**src/rtl/vtxt_pkg.sv**
```systemverilog
package vtxt_pkg;

    localparam int CELL_W     = 8;   // pixels per glyph row, equals memory width
    localparam int CELL_H     = 16;  // scanlines per character cell
    localparam int LINE_W     = 4;   // bits to index a scanline inside a cell
    localparam int CODE_W     = 8;
    localparam int GLYPH_OFS_W = CODE_W + LINE_W;

    typedef enum logic [1:0] {
        FS_IDLE  = 2'd0,
        FS_CODE  = 2'd1,
        FS_GLYPH = 2'd2
    } fetch_state_e;

    typedef struct packed {
        logic [CODE_W-1:0] code;
        logic [LINE_W-1:0] line;
    } glyph_key_t;

    // Offset of a glyph row inside the font region: code*16 + scanline.
    function automatic logic [GLYPH_OFS_W-1:0] glyph_offset(glyph_key_t key);
        return {key.code, key.line};
    endfunction

    // Maps an internal "sync pulse on" flag to a pin level.
    function automatic logic sync_level(logic pulse_on, logic pos_polarity);
        return pos_polarity ? pulse_on : ~pulse_on;
    endfunction

endpackage

```
**src/rtl/vtxt_timing.sv**
```systemverilog
module vtxt_timing
    import vtxt_pkg::*;
#(
    parameter int COLS   = 70,
    parameter int ROWS   = 28,
    parameter int H_FP   = 96,
    parameter int H_SYNC = 96,
    parameter int H_BP   = 48,
    parameter int V_FP   = 45,
    parameter int V_SYNC = 2,
    parameter int V_BP   = 30,
    parameter int COL_W  = 7,
    parameter int ROW_W  = 5
) (
    input  logic             clk,
    input  logic             rst,
    output logic             vis,
    output logic             cell_start,
    output logic             cell_end,
    output logic             hs_on,
    output logic             vs_on,
    output logic [COL_W-1:0] col,
    output logic [ROW_W-1:0] row,
    output logic [LINE_W-1:0] line
);
    localparam int H_ACT = COLS * CELL_W;
    localparam int H_TOT = H_ACT + H_FP + H_SYNC + H_BP;
    localparam int V_ACT = ROWS * CELL_H;
    localparam int V_TOT = V_ACT + V_FP + V_SYNC + V_BP;
    localparam int HC_W  = $clog2(H_TOT);
    localparam int VC_W  = $clog2(V_TOT);

    localparam logic [HC_W-1:0] HC_LAST   = HC_W'(H_TOT - 1);
    localparam logic [HC_W-1:0] HC_ACT    = HC_W'(H_ACT);
    localparam logic [HC_W-1:0] HS_BEGIN  = HC_W'(H_ACT + H_FP);
    localparam logic [HC_W-1:0] HS_FINISH = HC_W'(H_ACT + H_FP + H_SYNC);
    localparam logic [VC_W-1:0] VC_LAST   = VC_W'(V_TOT - 1);
    localparam logic [VC_W-1:0] VC_ACT    = VC_W'(V_ACT);
    localparam logic [VC_W-1:0] VS_BEGIN  = VC_W'(V_ACT + V_FP);
    localparam logic [VC_W-1:0] VS_FINISH = VC_W'(V_ACT + V_FP + V_SYNC);

    logic [HC_W-1:0] hc;
    logic [VC_W-1:0] vc;
    logic            line_wrap;

    assign line_wrap = (hc == HC_LAST);

    always_ff @(posedge clk) begin
        if (rst) begin
            hc <= '0;
            vc <= '0;
        end else begin
            hc <= line_wrap ? '0 : hc + 1'b1;
            if (line_wrap) begin
                vc <= (vc == VC_LAST) ? '0 : vc + 1'b1;
            end
        end
    end

    always_comb begin
        vis        = (hc < HC_ACT) && (vc < VC_ACT);
        cell_start = vis && (hc[2:0] == 3'd0);
        cell_end   = vis && (hc[2:0] == 3'd7);
        hs_on      = (hc >= HS_BEGIN) && (hc < HS_FINISH);
        vs_on      = (vc >= VS_BEGIN) && (vc < VS_FINISH);
        col        = COL_W'(hc >> 3);
        row        = ROW_W'(vc >> LINE_W);
        line       = vc[LINE_W-1:0];
    end

    // the line counter wraps to zero after its last count
    assert_hc_wrap_R2: assert property (@(posedge clk) disable iff (rst)
        (hc == HC_LAST) |=> (hc == '0));

    // the line index only moves at the end of a line
    assert_vc_step_R3: assert property (@(posedge clk) disable iff (rst)
        !$stable(vc) |-> ($past(hc) == HC_LAST));

endmodule

```
**src/rtl/vtxt_delay.sv**
```systemverilog
module vtxt_delay #(
    parameter int W     = 3,
    parameter int DEPTH = 8
) (
    input  logic         clk,
    input  logic         rst,
    input  logic [W-1:0] d,
    output logic [W-1:0] q
);
    logic [W-1:0] stage [DEPTH];

    for (genvar g = 0; g < DEPTH; g++) begin : g_stage
        if (g == 0) begin : g_head
            always_ff @(posedge clk) begin
                if (rst) stage[g] <= '0;
                else     stage[g] <= d;
            end
        end else begin : g_body
            always_ff @(posedge clk) begin
                if (rst) stage[g] <= '0;
                else     stage[g] <= stage[g-1];
            end
        end
    end

    assign q = stage[DEPTH-1];

endmodule

```
**src/rtl/vtxt_fetch.sv**
```systemverilog
module vtxt_fetch
    import vtxt_pkg::*;
#(
    parameter int COLS        = 70,
    parameter int ADDR_W      = 17,
    parameter int SCREEN_BASE = 'h1000,
    parameter int FONT_BASE   = 0,
    parameter int COL_W       = 7,
    parameter int ROW_W       = 5
) (
    input  logic              clk,
    input  logic              rst,
    input  logic              cell_start,
    input  logic              cell_end,
    input  logic [COL_W-1:0]  col,
    input  logic [ROW_W-1:0]  row,
    input  logic [LINE_W-1:0] line,
    output logic              mem_req,
    output logic [ADDR_W-1:0] mem_addr,
    input  logic [7:0]        mem_rdata,
    input  logic              mem_ack,
    output logic [7:0]        glyph,
    output logic              glyph_ok,
    output logic              underrun
);
    fetch_state_e      state;
    logic              stale;
    logic [LINE_W-1:0] line_q;
    logic [ADDR_W-1:0] screen_addr;
    logic [ADDR_W-1:0] font_addr;
    glyph_key_t        key;

    always_comb begin
        screen_addr = ADDR_W'(SCREEN_BASE) + ADDR_W'(row) * ADDR_W'(COLS) + ADDR_W'(col);
        key.code    = mem_rdata;
        key.line    = line_q;
        font_addr   = ADDR_W'(FONT_BASE) + ADDR_W'(glyph_offset(key));
    end

    always_ff @(posedge clk) begin
        if (rst) begin
            state    <= FS_IDLE;
            mem_req  <= 1'b0;
            mem_addr <= '0;
            line_q   <= '0;
            glyph    <= '0;
            glyph_ok <= 1'b0;
            stale    <= 1'b0;
            underrun <= 1'b0;
        end else begin
            underrun <= 1'b0;
            // The shifter takes the byte on this edge: consume or miss it.
            if (cell_end) begin
                if (!glyph_ok) underrun <= 1'b1;
                glyph_ok <= 1'b0;
                if (state != FS_IDLE) stale <= 1'b1;
            end
            unique case (state)
                FS_IDLE: begin
                    if (cell_start) begin
                        mem_req  <= 1'b1;
                        mem_addr <= screen_addr;
                        line_q   <= line;
                        state    <= FS_CODE;
                    end
                end
                FS_CODE: begin
                    if (mem_ack) begin
                        mem_addr <= font_addr;
                        state    <= FS_GLYPH;
                    end
                end
                FS_GLYPH: begin
                    if (mem_ack) begin
                        mem_req <= 1'b0;
                        glyph   <= mem_rdata;
                        state   <= FS_IDLE;
                        stale   <= 1'b0;
                        if (!stale && !cell_end) glyph_ok <= 1'b1;
                    end
                end
                default: state <= FS_IDLE;
            endcase
        end
    end

    // a pending request is held with a stable address until acknowledged
    assert_req_hold_R9: assert property (@(posedge clk) disable iff (rst)
        (mem_req && !mem_ack) |=> (mem_req && $stable(mem_addr)));

    // a ready glyph byte is only produced after a code read and a glyph read
    assert_two_reads_R4: assert property (@(posedge clk) disable iff (rst)
        $rose(glyph_ok) |-> ($past(mem_ack) && $past(state) == FS_GLYPH));

endmodule

```
**src/rtl/vtxt_shift.sv**
```systemverilog
module vtxt_shift
    import vtxt_pkg::*;
(
    input  logic              clk,
    input  logic              rst,
    input  logic              load,
    input  logic              load_ok,
    input  logic [CELL_W-1:0] load_byte,
    output logic              pixel
);
    logic [CELL_W-1:0] sh;

    always_ff @(posedge clk) begin
        if (rst)       sh <= '0;
        else if (load) sh <= load_ok ? load_byte : '0;
        else           sh <= {sh[CELL_W-2:0], 1'b0};
    end

    assign pixel = sh[CELL_W-1];

endmodule

```
**src/rtl/vtxt_ctrl.sv**
```systemverilog
module vtxt_ctrl
    import vtxt_pkg::*;
#(
    parameter int COLS        = 70,
    parameter int ROWS        = 28,
    parameter int H_FP        = 96,
    parameter int H_SYNC      = 96,
    parameter int H_BP        = 48,
    parameter int V_FP        = 45,
    parameter int V_SYNC      = 2,
    parameter int V_BP        = 30,
    parameter bit H_POS       = 1'b0,
    parameter bit V_POS       = 1'b0,
    parameter int ADDR_W      = 17,
    parameter int SCREEN_BASE = 'h1000,
    parameter int FONT_BASE   = 0
) (
    input  logic              clk,
    input  logic              rst,
    output logic              mem_req,
    output logic [ADDR_W-1:0] mem_addr,
    input  logic [7:0]        mem_rdata,
    input  logic              mem_ack,
    output logic              hsync,
    output logic              vsync,
    output logic              video,
    output logic              underrun
);
    localparam int COL_W = $clog2(COLS + 1);
    localparam int ROW_W = $clog2(ROWS + 1);

    logic              vis, cell_start, cell_end, hs_on, vs_on;
    logic [COL_W-1:0]  col;
    logic [ROW_W-1:0]  row;
    logic [LINE_W-1:0] line;
    logic [7:0]        glyph;
    logic              glyph_ok;
    logic              pixel;
    logic [2:0]        late_ctl;
    logic              hs_d, vs_d, vis_d;

    vtxt_timing #(
        .COLS(COLS), .ROWS(ROWS),
        .H_FP(H_FP), .H_SYNC(H_SYNC), .H_BP(H_BP),
        .V_FP(V_FP), .V_SYNC(V_SYNC), .V_BP(V_BP),
        .COL_W(COL_W), .ROW_W(ROW_W)
    ) u_timing (
        .clk(clk), .rst(rst),
        .vis(vis), .cell_start(cell_start), .cell_end(cell_end),
        .hs_on(hs_on), .vs_on(vs_on),
        .col(col), .row(row), .line(line)
    );

    vtxt_fetch #(
        .COLS(COLS), .ADDR_W(ADDR_W),
        .SCREEN_BASE(SCREEN_BASE), .FONT_BASE(FONT_BASE),
        .COL_W(COL_W), .ROW_W(ROW_W)
    ) u_fetch (
        .clk(clk), .rst(rst),
        .cell_start(cell_start), .cell_end(cell_end),
        .col(col), .row(row), .line(line),
        .mem_req(mem_req), .mem_addr(mem_addr),
        .mem_rdata(mem_rdata), .mem_ack(mem_ack),
        .glyph(glyph), .glyph_ok(glyph_ok), .underrun(underrun)
    );

    vtxt_shift u_shift (
        .clk(clk), .rst(rst),
        .load(cell_end), .load_ok(glyph_ok), .load_byte(glyph),
        .pixel(pixel)
    );

    // Control timing trails the raster counters by one cell width.
    vtxt_delay #(.W(3), .DEPTH(CELL_W)) u_delay (
        .clk(clk), .rst(rst),
        .d({hs_on, vs_on, vis}),
        .q(late_ctl)
    );

    assign {hs_d, vs_d, vis_d} = late_ctl;
    assign hsync = sync_level(hs_d, H_POS);
    assign vsync = sync_level(vs_d, V_POS);
    assign video = vis_d & pixel;

    // a new request is started only from a visible cell
    assert_req_visible_R7: assert property (@(posedge clk) disable iff (rst)
        $rose(mem_req) |-> $past(vis));

    // a cell flagged as underrun shows no lit pixel in its first slot
    assert_underrun_dark_R8: assert property (@(posedge clk) disable iff (rst)
        underrun |-> !video);

endmodule

```
**config.mk**
```make
export PLATFORM = sky130hd
export DESIGN_NAME = vtxt_ctrl
export DESIGN_NICKNAME = d
export VERILOG_FILES = /design/src/rtl/vtxt_pkg.sv /design/src/rtl/vtxt_timing.sv /design/src/rtl/vtxt_delay.sv /design/src/rtl/vtxt_fetch.sv /design/src/rtl/vtxt_shift.sv /design/src/rtl/vtxt_ctrl.sv
export SDC_FILE = /design/constraint.sdc
export NUM_CORES = 1
export LEC_CHECK = 0
export BUFFER_PORTS_ARGS = -buffer_cell sky130_fd_sc_hd__clkbuf_2
export CORE_ASPECT_RATIO = 0.75
export CORE_UTILIZATION = 53
export DETAILED_ROUTE_END_ITERATION = 16
export PLACE_DENSITY = 0.7
export RECOVER_POWER = 25
export SLEW_MARGIN = 20
export SYNTH_ARGS = -nofsm -noshare
export SYNTH_HDL_FRONTEND = slang
export SYNTH_SLANG_ARGS = --single-unit
```
**constraint.sdc**
```tcl
create_clock -name clk -period 4.2 [get_ports clk]
set_input_delay 0.42 -clock clk [delete_from_list [all_inputs] [get_ports clk]]
set_output_delay 0.42 -clock clk [all_outputs]
set_load 0.01 [all_outputs]
```
==> flow_summary.json <==
{
  "cts.sinks": 84,
  "h-tree-depth": 3,
  "syn_to_final_growth_pct": 10.3,
  "cts_resized": 0,
  "grt_setup_unrepaired": "no",
  "dr_wl_met2_mm": 3.49,
  "fin_area_um2": 4260,
  "drt_iter0_drc": 119,
  "yosysWarnings": 0,
  "root_buffer": "clkbuf_8",
  "slew_violations": 42,
  "r2r-end": "u_fetch.mem_addr[10]",
  "async_flop_share_pct": 0,
  "initial_utilization_pct": 55.7,
  "post_dp_cell_area_um2": 4070,
  "mappedNetlistArea_um2": 3860,
  "outcome": "finished, violations left",
  "die_h_um": 75.9,
  "wl_met1_mm": 4.27,
  "synth_ff_type": "dfxtp_1",
  "cts_buffers": 9,
  "synth_edf_count": 0,
  "cts_hold_buf": 0,
  "route.met3.wl_um": 336,
  "syn_avg_cell_area_um2": 9.08,
  "rr_startpoint": "u_timing.vc[8]",
  "io_pins": 33,
  "totalNegativeSetupSlack_ns": 0,
  "drc": 0,
  "nets": 492,
  "synthMuxAreaShare_pct": 1.04,
  "vias": 2967,
  "cap_violations": 1,
  "irDropWorstVdd_v": 0.000210,
  "rr_worst_depth": 13,
  "cp-end-kind": "register",
  "power_density_nw_per_um2": 362,
  "rows": 26,
  "viasPerCell": 5.36,
  "layout_commonest_cell": "dfxtp_1",
  "cts_tree": "done",
  "die-area_um2": 7630,
  "synth-simple-area-share_pct": 22.4,
  "crit_path_start_kind": "register",
  "gp_congestion": 0.836,
  "synthCells": 425,
  "antenna_found_initial": 0,
  "hold_violations": 0,
  "layout_common_cells": "dfxtp_1, nand2_1, nor2_1",
  "antenna_left": 0,
  "min_delay_path_depth": 3,
  "slew_headroom_pct": -10.3,
  "violations": "max-capacitance violations, max-slew violations",
  "synth_fa_ha_area_share_pct": 10.1,
  "synth_top_family_by_area": "simple AND/OR/NAND/NOR gates",
  "clockBufferDepth": 2,
  "grt_pass1_vias": 2731,
  "holdCritStartpoint": "mem_rdata[1]",
  "port_buffers": 29,
  "clock_latency_ns": 0.35,
  "synth-xor-area-share_pct": 4.99,
  "max_slew.worst_pin.slew_ns": 1.65,
  "synth-seq-cells": 84,
  "finalCritPeriodShare_pct": 78.8,
  "register_area_um2": 1680,
  "dpl.hpwl_mm": 6.08,
  "drt-total-wl_mm": 8.16,
  "drt_first_pass_iters": 5,
  "grtUsageTotal_pct": 22.8,
  "crit_fanout": 10,
  "synth_compound_area_share_pct": 14.2,
  "dpl_worst_slack_ns": 0.966,
  "leakage_nw": 1.70,
  "overflow": 0,
  "hold_end": "u_fetch.glyph[1]",
  "clk_pin_slew_worst_paths_ns": 0.09,
  "grt_max_degree": 42,
  "netlist-cell-type-count": 55,
  "fin_worst_skew_ns": 0.00705,
  "post_cts_buffers": 0,
  "layout-drive-gt1-share_pct": 12.1,
  "min_period_ns": 3.31,
  "hold_class": "in2reg",
  "multi_input_area_um2": 2040,
  "die_w_um": 101,
  "holdWs_ns": 0.303,
  "ys_seq_area_share_pct": 43.6,
  "top_layer": "met4",
  "fill_cells": 646,
  "final-setup-viol-count": 0,
  "grt_pass1_wl_mm": 13.5,
  "core_um2": 6930,
  "worstPathArrival_ns": 3.55,
  "final-instance-count-excl-fill": 554,
  "rrSetupSlack_ns": 0.89,
  "cp.required_ns": 4.44,
  "clock.fmax_mhz": 302,
  "antennaDiodeCount": 0,
  "placedCellCount": 538,
  "wl_per_cell_um": 14.7,
  "layout_setup_ws_ns": 0.889,
  "critPathKind": "reg2reg"
}
==> state kept, by name, summed over array words and instances (netlist names) <==
name              cells
u_fetch.line_q        4
u_fetch.glyph_ok      1
u_fetch.mem_addr     14
u_timing.hc          10
u_shift.sh            8
u_fetch.stale         1
u_timing.vc          10
u_fetch.glyph         8
u_fetch.mem_req       1
u_delay.stage        24
u_fetch.state         2
u_fetch.underrun      1
==> cell type report <==
type,count,area share [%]
inverter,16,1.41
multi-input combinational,309,48.0
sequential,84,39.5
tap,98,2.88
clock buffer,9,2.91
timing repair buffer,31,3.64
clock inverter,7,1.67
==> metrics by stage <==
stage | util (%) | total power [mW]
6_report | 61.5 | 1.54
5_1_grt | 61.5 | 1.61
4_1_cts | 61.5 | 1.56
3_5_place_dp | 58.7 | 1.01
3_3_place_gp | 58.7 | 1.00
2_1_floorplan | - | 0.955
==> worst max-delay path, cell delays in order, from the launching register on <==
cell and delay [ns]:
dfxtp_1 0.55, ha_1 0.30, inv_1 0.05, ha_1 0.22, ha_1 0.35, a31oi_2 0.30
xor2_1 0.11, ha_1 0.34, nor2_1 0.05, nor2_1 0.13, nand2_1 0.10, nor4_1 0.37
mux2i_1 0.24, a21oi_1 0.08
==> routing by layer <==
layer  GRT usage [%]  up-vias
met4            6.09        0
met2            33.0       55
met5               0        -
li1                -     1511
met3            5.44        5
met1            33.8     1396
==> how the worst max path moves through the flow <==
stage	from	slack, ns	cells after the start	end
5_1_grt	u_timing.vc[8]	0.63	13	u_fetch.mem_addr[10]
3_5_place_dp	u_timing.vc[8]	0.97	13	u_fetch.mem_addr[10]
6_report	u_timing.vc[8]	0.89	13	u_fetch.mem_addr[10]
4_1_cts	u_timing.vc[8]	0.94	13	u_fetch.mem_addr[10]
3_3_place_gp	u_timing.vc[8]	1.05	13	u_fetch.mem_addr[10]
2_1_floorplan	u_timing.vc[7]	1.24	14	u_fetch.mem_addr[10]
==> power breakdown <==
group | total (mW) | internal (mW) | switching (mW)
Combinational | 0.149 | 0.0508 | 0.0977
Sequential | 0.838 | 0.822 | 0.0163
Clock | 0.557 | 0.231 | 0.326
==> kinds of logic (layout without fill, tap and decap cells) <==
logic type	after synthesis	after routing
adder cells (fa/ha/maj)	30	30
flip-flops	84	84
other	1	3
XOR/XNOR	22	22
buffers and inverters	34	63
multiplexers	4	4
AND/OR/NAND/NOR	170	170
AO/OA/AOI/OAI	80	80
==> synth_stat cells, types with 2 or more instances <==
| library cell | number | area [um^2] |
|---|---|---|
| o21ai_0 | 9 | 45.0 |
| a31oi_1 | 3 | 18.8 |
| o21bai_1 | 3 | 22.5 |
| nor4_1 | 3 | 18.8 |
| fa_1 | 2 | 40.0 |
| xor2_1 | 10 | 87.6 |
| nor2b_1 | 24 | 150 |
| ha_1 | 28 | 350 |
| nand4_1 | 4 | 25.0 |
| mux2i_1 | 4 | 40.0 |
| and3_1 | 2 | 12.5 |
| nand3_1 | 9 | 45.0 |
| inv_1 | 15 | 56.3 |
| a32oi_1 | 2 | 17.5 |
| buf_4 | 3 | 22.5 |
| nand2_1 | 46 | 173 |
| dfxtp_1 | 84 | 1680 |
| buf_2 | 2 | 10.0 |
| or3_1 | 3 | 18.8 |
| a211oi_1 | 6 | 45.0 |
| a311oi_1 | 4 | 35.0 |
| nor3_1 | 12 | 60.1 |
| nand2b_1 | 5 | 31.3 |
| nor2_1 | 41 | 154 |
| xnor2_1 | 12 | 105 |
| and2_1 | 6 | 37.5 |
| or2_2 | 4 | 25.0 |
| o21a_1 | 5 | 37.5 |
| clkbuf_1 | 13 | 48.8 |
| o211ai_1 | 3 | 22.5 |
| a21oi_1 | 26 | 130 |
| nand3b_1 | 2 | 15.0 |
| a22o_1 | 7 | 61.3 |
| a21o_1 | 2 | 15.0 |
Note: power is estimated with default switching activity, not from simulation.
